$ cat config.mk
export PLATFORM = sky130hd
export DESIGN_NAME = mdio_master
export DESIGN_NICKNAME = d
export VERILOG_FILES = /design/src/rtl/mdio_pkg.sv /design/src/rtl/mdio_clkdiv.sv /design/src/rtl/mdio_hdr_build.sv /design/src/rtl/mdio_rx_shift.sv /design/src/rtl/mdio_master.sv
export SDC_FILE = /design/constraint.sdc
export NUM_CORES = 1
export LEC_CHECK = 0
export CAP_MARGIN = 20
export CORE_ASPECT_RATIO = 1.1
export CORE_MARGIN = 1
export CORE_UTILIZATION = 34
export CTS_BUF_LIST = sky130_fd_sc_hd__clkbuf_8
export DETAILED_ROUTE_END_ITERATION = 10
export DONT_BUFFER_PORTS = 1
export GPL_TIMING_DRIVEN = 0
export PLACE_DENSITY = 0.54
export REMOVE_ABC_BUFFERS = 1
export SYNTH_ARGS = -nofsm -noshare
export SYNTH_HDL_FRONTEND = slang
export SYNTH_SLANG_ARGS = --single-unit
$ cat constraint.sdc
create_clock -name clk -period 1.95 [get_ports clk]
set_input_delay 0.195 -clock clk [delete_from_list [all_inputs] [get_ports clk]]
set_output_delay 0.195 -clock clk [all_outputs]
set_load 0.1 [all_outputs]
$ cat src/rtl/mdio_pkg.sv
package mdio_pkg;

    localparam int DATA_W = 16;
    localparam int ADR_W  = 5;

    localparam logic [1:0] START_BASIC = 2'b01;
    localparam logic [1:0] START_EXT   = 2'b00;
    localparam logic [1:0] OP_EXT_ADDR = 2'b00;
    localparam logic [1:0] TA_DRIVEN   = 2'b10;

    typedef enum logic [2:0] {
        ST_IDLE,
        ST_PREAMBLE,
        ST_HEADER,
        ST_DATA,
        ST_NEXT,
        ST_ACK
    } mgmt_state_t;

    function automatic logic op_is_read(input logic ext, input logic [1:0] op);
        return ext ? op[1] : (op == 2'b10);
    endfunction

endpackage

$ cat src/rtl/mdio_clkdiv.sv
module mdio_clkdiv #(
    parameter int HALF = 20
) (
    input  logic clk,
    input  logic rst_n,
    input  logic run,
    output logic mdc,
    output logic rise,
    output logic fall
);
    localparam int CW = (HALF > 1) ? $clog2(HALF) : 1;

    logic [CW-1:0] cnt;
    logic          term;

    assign term = (cnt == CW'(HALF - 1));
    assign rise = run && term && !mdc;
    assign fall = run && term && mdc;

    always_ff @(posedge clk or negedge rst_n) begin
        if (!rst_n) begin
            cnt <= '0;
            mdc <= 1'b0;
        end else if (!run) begin
            cnt <= '0;
            mdc <= 1'b0;
        end else if (term) begin
            cnt <= '0;
            mdc <= ~mdc;
        end else begin
            cnt <= cnt + CW'(1);
        end
    end
endmodule

$ cat src/rtl/mdio_hdr_build.sv
module mdio_hdr_build
    import mdio_pkg::*;
(
    input  logic             ext,
    input  logic [1:0]       op,
    input  logic [ADR_W-1:0] phy,
    input  logic [ADR_W-1:0] dev,
    output logic [15:0]      hdr
);
    always_comb begin
        hdr = {(ext ? START_EXT : START_BASIC), op, phy, dev, TA_DRIVEN};
    end
endmodule

$ cat src/rtl/mdio_rx_shift.sv
module mdio_rx_shift #(
    parameter int W = 16
) (
    input  logic         clk,
    input  logic         rst_n,
    input  logic         en,
    input  logic         din,
    output logic [W-1:0] q
);
    always_ff @(posedge clk or negedge rst_n) begin
        if (!rst_n)  q <= '0;
        else if (en) q <= {q[W-2:0], din};
    end
endmodule

$ cat src/rtl/mdio_master.sv
module mdio_master
    import mdio_pkg::*;
#(
    parameter int CLK_HZ     = 100_000_000,
    parameter int MDC_MAX_HZ = 2_500_000,
    parameter int PRE_BITS   = 32
) (
    input  logic              clk,
    input  logic              rst_n,
    input  logic              cmd_req,
    input  logic              cmd_c45,
    input  logic [1:0]        cmd_op,
    input  logic [ADR_W-1:0]  cmd_phy,
    input  logic [ADR_W-1:0]  cmd_dev,
    input  logic [DATA_W-1:0] cmd_reg,
    input  logic [DATA_W-1:0] cmd_wdata,
    input  logic              cmd_addr_first,
    output logic              cmd_ack,
    output logic              busy,
    output logic [DATA_W-1:0] rd_data,
    output logic              mdc,
    output logic              mdio_o,
    output logic              mdio_oe,
    input  logic              mdio_i
);
    localparam int HALF    = (CLK_HZ + 2 * MDC_MAX_HZ - 1) / (2 * MDC_MAX_HZ);
    localparam int CNT_MAX = (PRE_BITS > DATA_W) ? PRE_BITS : DATA_W;
    localparam int CNT_W   = $clog2(CNT_MAX);
    localparam int HDR_BITS = 16;
    localparam int TA_POS   = HDR_BITS - 2;

    mgmt_state_t state, state_nx;

    logic [CNT_W-1:0]  bit_cnt;
    logic [15:0]       hdr_sr;
    logic [DATA_W-1:0] dat_sr;
    logic              cur_rd;
    logic              pend;

    logic              lat_c45, lat_af;
    logic [1:0]        lat_op;
    logic [ADR_W-1:0]  lat_phy, lat_dev;
    logic [DATA_W-1:0] lat_wdata;

    logic              run, rise, fall;

    // Parameters of the frame about to be loaded (first frame in IDLE, queued frame in NEXT)
    logic              in_idle;
    logic              sel_c45;
    logic [1:0]        sel_op;
    logic [ADR_W-1:0]  sel_phy, sel_dev;
    logic              first_addr;
    logic [1:0]        f_op;
    logic [DATA_W-1:0] f_data;
    logic              f_rd;
    logic              f_pend;
    logic [15:0]       hdr_w;

    assign in_idle = (state == ST_IDLE);
    assign sel_c45 = in_idle ? cmd_c45 : lat_c45;
    assign sel_op  = in_idle ? cmd_op  : lat_op;
    assign sel_phy = in_idle ? cmd_phy : lat_phy;
    assign sel_dev = in_idle ? cmd_dev : lat_dev;

    always_comb begin
        first_addr = in_idle && cmd_c45 && ((cmd_op == OP_EXT_ADDR) || cmd_addr_first);
        f_op   = first_addr ? OP_EXT_ADDR : sel_op;
        f_data = first_addr ? cmd_reg : (in_idle ? cmd_wdata : lat_wdata);
        f_rd   = first_addr ? 1'b0 : op_is_read(sel_c45, sel_op);
        f_pend = in_idle && cmd_c45 && (cmd_op != OP_EXT_ADDR) && cmd_addr_first;
    end

    mdio_hdr_build u_hdr (
        .ext (sel_c45),
        .op  (f_op),
        .phy (sel_phy),
        .dev (sel_dev),
        .hdr (hdr_w)
    );

    mdio_clkdiv #(.HALF(HALF)) u_div (
        .clk   (clk),
        .rst_n (rst_n),
        .run   (run),
        .mdc   (mdc),
        .rise  (rise),
        .fall  (fall)
    );

    mdio_rx_shift #(.W(DATA_W)) u_rx (
        .clk   (clk),
        .rst_n (rst_n),
        .en    ((state == ST_DATA) && rise && cur_rd),
        .din   (mdio_i),
        .q     (rd_data)
    );

    // Next-state logic
    always_comb begin
        state_nx = state;
        unique case (state)
            ST_IDLE:     if (cmd_req) state_nx = ST_PREAMBLE;
            ST_PREAMBLE: if (fall && bit_cnt == CNT_W'(PRE_BITS - 1)) state_nx = ST_HEADER;
            ST_HEADER:   if (fall && bit_cnt == CNT_W'(HDR_BITS - 1)) state_nx = ST_DATA;
            ST_DATA:     if (fall && bit_cnt == CNT_W'(DATA_W - 1)) state_nx = ST_NEXT;
            ST_NEXT:     state_nx = pend ? ST_PREAMBLE : ST_ACK;
            ST_ACK:      if (!cmd_req) state_nx = ST_IDLE;
            default:     state_nx = ST_IDLE;
        endcase
    end

    // State register and frame datapath
    always_ff @(posedge clk or negedge rst_n) begin
        if (!rst_n) begin
            state     <= ST_IDLE;
            bit_cnt   <= '0;
            hdr_sr    <= '0;
            dat_sr    <= '0;
            cur_rd    <= 1'b0;
            pend      <= 1'b0;
            lat_c45   <= 1'b0;
            lat_af    <= 1'b0;
            lat_op    <= '0;
            lat_phy   <= '0;
            lat_dev   <= '0;
            lat_wdata <= '0;
        end else begin
            state <= state_nx;
            unique case (state)
                ST_IDLE: if (cmd_req) begin
                    lat_c45   <= cmd_c45;
                    lat_af    <= cmd_addr_first;
                    lat_op    <= cmd_op;
                    lat_phy   <= cmd_phy;
                    lat_dev   <= cmd_dev;
                    lat_wdata <= cmd_wdata;
                    hdr_sr    <= hdr_w;
                    dat_sr    <= f_data;
                    cur_rd    <= f_rd;
                    pend      <= f_pend;
                    bit_cnt   <= '0;
                end
                ST_PREAMBLE: if (fall) begin
                    bit_cnt <= (bit_cnt == CNT_W'(PRE_BITS - 1)) ? '0 : bit_cnt + CNT_W'(1);
                end
                ST_HEADER: if (fall) begin
                    hdr_sr  <= {hdr_sr[14:0], 1'b0};
                    bit_cnt <= (bit_cnt == CNT_W'(HDR_BITS - 1)) ? '0 : bit_cnt + CNT_W'(1);
                end
                ST_DATA: if (fall) begin
                    dat_sr  <= {dat_sr[DATA_W-2:0], 1'b0};
                    bit_cnt <= (bit_cnt == CNT_W'(DATA_W - 1)) ? '0 : bit_cnt + CNT_W'(1);
                end
                ST_NEXT: if (pend) begin
                    hdr_sr  <= hdr_w;
                    dat_sr  <= f_data;
                    cur_rd  <= f_rd;
                    pend    <= 1'b0;
                    bit_cnt <= '0;
                end
                ST_ACK: ;
                default: ;
            endcase
        end
    end

    // Outputs
    always_comb begin
        run     = 1'b0;
        busy    = 1'b0;
        cmd_ack = 1'b0;
        mdio_o  = 1'b0;
        mdio_oe = 1'b0;
        unique case (state)
            ST_IDLE: ;
            ST_PREAMBLE: begin
                run = 1'b1; busy = 1'b1;
                mdio_o = 1'b1; mdio_oe = 1'b1;
            end
            ST_HEADER: begin
                run = 1'b1; busy = 1'b1;
                mdio_o  = hdr_sr[15];
                mdio_oe = !(cur_rd && (bit_cnt >= CNT_W'(TA_POS)));
            end
            ST_DATA: begin
                run = 1'b1; busy = 1'b1;
                mdio_o  = dat_sr[DATA_W-1];
                mdio_oe = !cur_rd;
            end
            ST_NEXT: busy = 1'b1;
            ST_ACK:  cmd_ack = 1'b1;
            default: ;
        endcase
    end

    logic unused_lat_af;
    assign unused_lat_af = lat_af;

endmodule

# After elaboration in Yosys (flattened, before gate mapping)
# Index checks and enable logic that the tools add are counted.
word_totals:
  ff_bits: 93
classes:
  add_sub_neg: 2
  order_cmp: 1
  eq_ne: 20
  muxes: 46
  bitwise: 1
  reduce_logical: 33
ops:
  columns: ["cell", "n"]
  rows:
  - ["two-way mux 16 bit", 8]
  - ["one-hot mux 16 bit (3 select lines)", 2]
  - ["two-way mux 5 bit", 10]
  - ["one-hot mux 5 bit (4 select lines)", 1]
  - ["two-way mux 3 bit", 6]
  - ["inequality test 2 bit, second input constant", 9]
  - ["one-hot mux 3 bit (6 select lines)", 1]
  - ["logical AND 1 bit", 12]
  - ["two-way mux 1 bit", 12]
  - ["adder 5 x 1 -> 5 bit, second input constant", 2]
  - ["== test 5 bit, second input constant", 2]
  - ["AND reduction 5 bit", 2]
  - ["AND reduction 4 bit", 2]
  - ["== test 3 x 2 -> 1 bit, second input constant", 2]
  - ["== test 3 bit, second input constant", 2]
  - ["one-hot mux 1 bit (3 select lines)", 2]
  - ["nonzero test 3 bit", 2]
  - ["== test 5 x 4 -> 1 bit, second input constant", 1]
  - ["greater-or-equal comparator 5 x 4 -> 1 bit, second input constant", 1]
  - ["two-way mux 2 bit", 2]
  - ["inequality test 2 x 1 -> 1 bit, second input constant", 2]
  - ["one-hot mux 1 bit (2 select lines)", 2]
  - ["AND reduction 2 bit", 2]
  - ["nonzero test 2 bit", 2]
  - ["12 further kinds", 14]

# Depth between registers and ports, before layout
depth:
  ltp_word: 8
  depth_mapped: 9
  ltp_nobuf: 7

# By module
# A second synthesis with hierarchy kept.
unflattened:
  hier_cells: 464
  hier_area_um2: 5109.9
modules_own_cells:
  columns: ["module", "n_inst", "cells_each", "area_each_um2", "seq_area_each_um2"]
  rows:
  - ["mdio_master", 1, 384, 4032.6, 1776.7]
  - ["mdio_rx_shift", 1, 34, 649.4, 400.4]
  - ["mdio_clkdiv", 1, 28, 304.0, 150.1]
  - ["mdio_hdr_build", 1, 18, 123.9, 0.0]

# Worst setup path before layout
# Ideal clock, no wire load.
synth_path:
  path_kind: "register to output"
  startpoint: "register state[1]"
  endpoint: "output port mdio_o"
  arrival_ns: 3.017
  setup_slack_ns: -1.262
  path_stages_with_launch: 5
  path_cell_list: "dfrtp_1 -> buf_6 -> clkbuf_1 -> a21oi_1 -> nor3_1"
synth_via:
  elab_chain_len: 2
  word_cells_on_any_way: 4
  cone_classes: "3 x eq/ne; 1 x mux"
synth_rtl:
  columns: ["item", "line", "source"]
  rows:
  - ["start, declared", "mdio_master.sv:32", "mgmt_state_t state, state_nx;"]
  - ["start signal, assigned", "mdio_master.sv:128", "state <= state_nx;"]
  - ["== test 3 x 2 -> 1 bit / == test 3 x 1 -> 1 bit (equally long branches)", "mdio_master.sv:174", "unique case (state)"]
  - ["one-hot mux 1 bit (3 select lines) (*)", "mdio_master.sv:174", null]
  - ["end, declared", "mdio_master.sv:22", "output logic mdio_o,"]
# Every way passes the cells marked *; elsewhere a longest branch is shown, timed or not.

# Worst setup path in the final report
layout_path:
  startpoint: "register bit_cnt[0]"
  endpoint: "output port mdio_oe"
layout_via:
  elab_chain_len: 4
layout_rtl:
  columns: ["item", "line", "source"]
  rows:
  - ["start, declared", "mdio_master.sv:34", "logic [CNT_W-1:0] bit_cnt;"]
  - ["start signal, assigned", "mdio_master.sv:144", "bit_cnt <= (bit_cnt == CNT_W'(PRE_BITS - 1)) ? '0 : bit_cnt + CNT_W'(1);"]
  - ["start signal, assigned", "mdio_master.sv:148", "bit_cnt <= (bit_cnt == CNT_W'(HDR_BITS - 1)) ? '0 : bit_cnt + CNT_W'(1);"]
  - ["start signal, assigned", "mdio_master.sv:152", "bit_cnt <= (bit_cnt == CNT_W'(DATA_W - 1)) ? '0 : bit_cnt + CNT_W'(1);"]
  - ["greater-or-equal comparator 5 x 4 -> 1 bit", "mdio_master.sv:183", "mdio_oe = !(cur_rd && (bit_cnt >= CNT_W'(TA_POS)));"]
  - ["logical AND 1 bit", "mdio_master.sv:183", null]
  - ["logical NOT 1 bit", "mdio_master.sv:183", null]
  - ["one-hot mux 1 bit (3 select lines)", "mdio_master.sv:174", null]
  - ["end, declared", "mdio_master.sv:23", "output logic mdio_oe,"]
# No other way between the ends.

==> flow_summary.html <==
<table>
<tr><th>Metric</th><th>Value</th></tr>
<tr><th colspan="2">Routing</th></tr>
<tr><td>Final wirelength</td><td>12880 um</td></tr>
<tr><td>Via Count</td><td>3898</td></tr>
<tr><td># DRC</td><td>0</td></tr>
<tr><td>Number of design-rule violations left by the first detailed-router iteration</td><td>298</td></tr>
<tr><td>Average routed wire per standard cell</td><td>18.19 um</td></tr>
<tr><td>Post-detailed-route count of antenna-violating nets</td><td>0</td></tr>
<tr><td>Avg Vias per Cell</td><td>5.506</td></tr>
<tr><td>Pre-antenna DRT Iters</td><td>5</td></tr>
<tr><th colspan="2">Min path</th></tr>
<tr><td>Worst hold path type</td><td>in2async</td></tr>
<tr><th colspan="2">Placement</th></tr>
<tr><td>Final weighted congestion of routability-driven global placement</td><td>0.7377</td></tr>
<tr><td>Area after detailed placement</td><td>0.004986 mm^2</td></tr>
<tr><td>Final HPWL DP</td><td>7053 um</td></tr>
<tr><td>Placed cell count</td><td>623</td></tr>
<tr><td>Worst slack at placement</td><td>-1306 ps</td></tr>
<tr><td>Count of input and output buffers</td><td>0</td></tr>
<tr><th colspan="2">Logic synthesis</th></tr>
<tr><td>Cell with the most instances after synthesis</td><td>dfrtp_1</td></tr>
<tr><td>Most area-consuming cells after synthesis</td><td>dfrtp_1 (48%), mux2_2 (11%), nand2_1 (4.3%)</td></tr>
<tr><td>Async S/R FF share, synth</td><td>1.000</td></tr>
<tr><td>Dominant cell type by area after synthesis</td><td>dfrtp_1</td></tr>
<tr><td>Commonest cells in the synthesized netlist</td><td>dfrtp_1 (92), nand2_1 (55), mux2_2 (46)</td></tr>
<tr><td>Warnings from Yosys</td><td>0</td></tr>
<tr><td>Most frequently used flop master after synthesis</td><td>dfrtp_1</td></tr>
<tr><td>Cells after synthesis</td><td>465</td></tr>
<tr><td>Flops &amp; latches, synth</td><td>92</td></tr>
<tr><td>EDFF count, synth</td><td>0</td></tr>
<tr><td>Average cell area after synthesis</td><td>10.34 um^2</td></tr>
<tr><td>Number of distinct standard cells referenced by the synthesized netlist</td><td>55</td></tr>
<tr><td>Part of the Yosys area used for sequential elements</td><td>0.4790</td></tr>
<tr><td>Area share of the leading cell type in the synthesized netlist</td><td>0.4790</td></tr>
<tr><td>Mapped cell area</td><td>0.004806 mm^2</td></tr>
<tr><th colspan="2">Setup path</th></tr>
<tr><td>Worst setup SP type</td><td>register</td></tr>
<tr><td>Buf/Inv on CP</td><td>1</td></tr>
<tr><td>FF-to-FF Start</td><td>bit_cnt[0]</td></tr>
<tr><td>Setup slack of the worst register-to-register path</td><td>-300 ps</td></tr>
<tr><td>Type of the setup path with the least slack</td><td>reg2out</td></tr>
<tr><td>Cell count along the critical path</td><td>6</td></tr>
<tr><td>Critical Path Max Stage Delay</td><td>600 ps</td></tr>
<tr><td>Critical-path maximum fanout</td><td>3</td></tr>
<tr><td>Largest delay contributor family on the critical path</td><td>compound AO/OA/AOI/OAI gates</td></tr>
<tr><td>FF-to-FF End</td><td>bit_cnt[3]</td></tr>
<tr><td>WP data required</td><td>1750 ps</td></tr>
<tr><td>Cell breakdown of the critical path</td><td>inv_1 &gt; ha_2 &gt; o211a_1 &gt; o31ai_2 &gt; nand2_1 &gt; a21oi_4</td></tr>
<tr><td>Worst setup path startpoint</td><td>bit_cnt[0]</td></tr>
<tr><td>Worst setup EP type</td><td>primary output</td></tr>
<tr><td>Critical-path top delay cell</td><td>a21oi_4</td></tr>
<tr><td>Signal arrival time at the worst endpoint</td><td>2120 ps</td></tr>
<tr><td>Destination of the critical timing path</td><td>mdio_oe</td></tr>
<tr><td>R2R cell count</td><td>8</td></tr>
<tr><th colspan="2">Global routing</th></tr>
<tr><td>Overall fraction of global-route tracks in use</td><td>0.1766</td></tr>
<tr><td>GR Overflow Total</td><td>0</td></tr>
<tr><td>Via count of the first global-routing pass</td><td>3755</td></tr>
<tr><td>First-pass GRT wire length</td><td>19570 um</td></tr>
<tr><td>Initial antenna violation count</td><td>0</td></tr>
<tr><td>Maximum number of pins on one net before global-route repair</td><td>93</td></tr>
<tr><th colspan="2">Final layout</th></tr>
<tr><td>Number of standard cells in the layout, taps in and fillers out</td><td>708</td></tr>
<tr><td>Final core area utilization</td><td>0.4433</td></tr>
<tr><td>Post-route cell area</td><td>0.006115 mm^2</td></tr>
<tr><td>Number of fillers in the final layout</td><td>1287</td></tr>
<tr><td>Number of nets in the finished design</td><td>571</td></tr>
<tr><td>Proportion of layout cells with a drive suffix above 1</td><td>0.3115</td></tr>
<tr><td>Diodes inserted</td><td>0</td></tr>
<tr><td>Layout overhead on the synthesized area</td><td>27.23%</td></tr>
<tr><th colspan="2">Run status</th></tr>
<tr><td>Violations in the final reports</td><td>hold timing, setup timing</td></tr>
<tr><td>Result of the run</td><td>finished, violations left</td></tr>
<tr><th colspan="2">Power and ir drop</th></tr>
<tr><td>Switching fraction of total power</td><td>0.3066</td></tr>
<tr><td>Sequential power share</td><td>0.483</td></tr>
<tr><td>Peak VDD IR</td><td>0.0005844 V</td></tr>
<tr><td>Int Power</td><td>4.359 mW</td></tr>
<tr><td>Pwr per Cell Area</td><td>1028 mW/mm^2</td></tr>
<tr><td>Net switching power</td><td>1.928 mW</td></tr>
<tr><td>Clk network pwr share</td><td>0.238</td></tr>
<tr><td>Leakage power</td><td>2.486 nW</td></tr>
<tr><td>Overall power consumption</td><td>6.287 mW</td></tr>
<tr><td>Portion of total power attributed to combinational logic</td><td>0.280</td></tr>
<tr><th colspan="2">STA</th></tr>
<tr><td>Worst setup skew after layout</td><td>7.120 ps</td></tr>
<tr><td>Clock period minus worst slack</td><td>2313 ps</td></tr>
<tr><td>Slew at the pin with the worst max-slew slack</td><td>932.3 ps</td></tr>
<tr><td>Total Neg Setup Slack</td><td>-1146 ps</td></tr>
<tr><td>Worst slack on hold paths</td><td>-487.5 ps</td></tr>
<tr><td>Final setup fails</td><td>8</td></tr>
<tr><td>Period utilization</td><td>1.186</td></tr>
<tr><td>Number of max-slew violations in the final report</td><td>0</td></tr>
<tr><td>Hold Fails Final Rpt</td><td>92</td></tr>
<tr><td>Slew headroom</td><td>0.3785</td></tr>
<tr><td>Worst path setup slack after routing</td><td>-363.5 ps</td></tr>
<tr><td>RSZ-0062 raised after global routing</td><td>yes</td></tr>
<tr><td>Highest clock rate</td><td>432.2 MHz</td></tr>
<tr><th colspan="2">Clock tree</th></tr>
<tr><td>Clock buffer count from CTS</td><td>9</td></tr>
<tr><td>Total number of H-tree levels</td><td>3</td></tr>
<tr><td>Cts hold-fix bufs</td><td>30</td></tr>
<tr><td>Clock Pin Slew Worst Setup and Hold Paths</td><td>90 ps</td></tr>
<tr><td>Worst-case clock buffer depth</td><td>2</td></tr>
<tr><td>Clock tree from TritonCTS</td><td>done</td></tr>
<tr><td>Root buffer cell</td><td>clkbuf_8</td></tr>
<tr><td>Clock Latency Late Sink</td><td>370 ps</td></tr>
<tr><td>Sinks on the clock net</td><td>92</td></tr>
<tr><th colspan="2">Floorplanning</th></tr>
<tr><td>Vertical die dimension</td><td>126.7 um</td></tr>
<tr><td>Row Count</td><td>45</td></tr>
<tr><td>Area inside the core boundary</td><td>0.01379 mm^2</td></tr>
<tr><td>Initial core utilization</td><td>0.3484</td></tr>
<tr><td>Number of primary I/O pins</td><td>71</td></tr>
<tr><td>Horizontal die dimension</td><td>115.4 um</td></tr>
<tr><td>Die area</td><td>0.01461 mm^2</td></tr>
<tr><th colspan="2">Run</th></tr>
<tr><td>Max-Cap Viols</td><td>0</td></tr>
</table>
==> power groups by stage <==
| stage | Sequential [mW] | Combinational, mW | Clock [mW] |
|---|---|---|---|
| floorplan | 2.94 | 1.18 | 0 |
| global placement | 3.03 | 1.34 | 0 |
| detailed placement | 3.06 | 1.43 | 0 |
| CTS | 3.03 | 1.61 | 1.56 |
| global route | 3.13 | 1.97 | 1.64 |
| finish | 3.04 | 1.76 | 1.49 |
==> cell usage in the layout (no fill, tap or decap), types with 8 or more instances in the layout <==
master	netlist	layout
inv_1	8	8
nor3_1	20	19
dfrtp_1	92	88
o21ai_0	29	18
dlygate4sd3_1	0	30
buf_4	2	29
a21boi_0	17	17
nor2_1	18	16
a31oi_1	16	16
a21oi_1	9	8
o21a_1	16	16
clkbuf_8	0	11
mux2_2	46	46
a31o_2	15	15
o31ai_1	12	9
o21ai_1	0	11
nand2_1	55	54
==> per-layer routing <==
metal,global-route usage,share of wire,vias to the layer above
met5,0,0,-
met4,0.05730,0.020,0
met3,0.04730,0.047,17
met2,0.2832,0.48,95
met1,0.2300,0.45,1992
li1,-,-,1794
==> worst min path at each step <==
stage | from | endpoint | slack, ps
after detailed placement | rst_n | bit_cnt[2] | -90
after global placement | rst_n | bit_cnt[3] | -100
final | rst_n | bit_cnt[2] | -490
after global routing | rst_n | bit_cnt[2] | -520
after CTS | rst_n | u_div.mdc | -510
after floorplan | rst_n | bit_cnt[0] | -100
==> what timing repair did <==
item,in CTS,in global routing
setup endpoints to repair,89,72
hold endpoints to repair,123,92
buffers inserted,16,20
cloned,2,2
gates resized for setup,31,43
pin swaps,7,16
==> final cells by class <==
cell class	instances	area, um^2	share of cell area
clock buffer	11	151.4	0.02476
clock inverter	5	83.83	0.01371
inverter	8	30.03	0.004911
multi-input combinational	332	2557	0.4183
sequential	92	2315	0.3786
tap	188	235.2	0.03847
timing repair buffer	72	742.0	0.1213
==> cells by family after synthesis <==
logic type      after synthesis  share of synthesized area
fa+ha+maj                     6                    0.01562
mux                          53                     0.1224
xor+xnor                      4                   0.007291
simple gates                133                     0.1377
buf+inv                      44                    0.04478
flops                        92                     0.4790
compound gates              133                     0.1932
==> state kept, by name (all words and copies together) (netlist names) <==
signal	count
lat_op	2
lat_dev	5
lat_wdata	16
hdr_sr	15
lat_phy	5
state	3
u_div.cnt	5
u_div.mdc	1
lat_c45	1
dat_sr	16
cur_rd	1
u_rx.q	16
pend	1
bit_cnt	5
==> worst reg2reg max path, cell delays in order (launching register included) <==
cell and delay [ps]:
dfrtp_1 410, buf_4 140, ha_2 190, and3_4 200
ha_4 160, or3b_4 390, o31a_4 130, or4_4 510
nand3_2 70
Note: power is estimated with default switching activity, not from simulation.
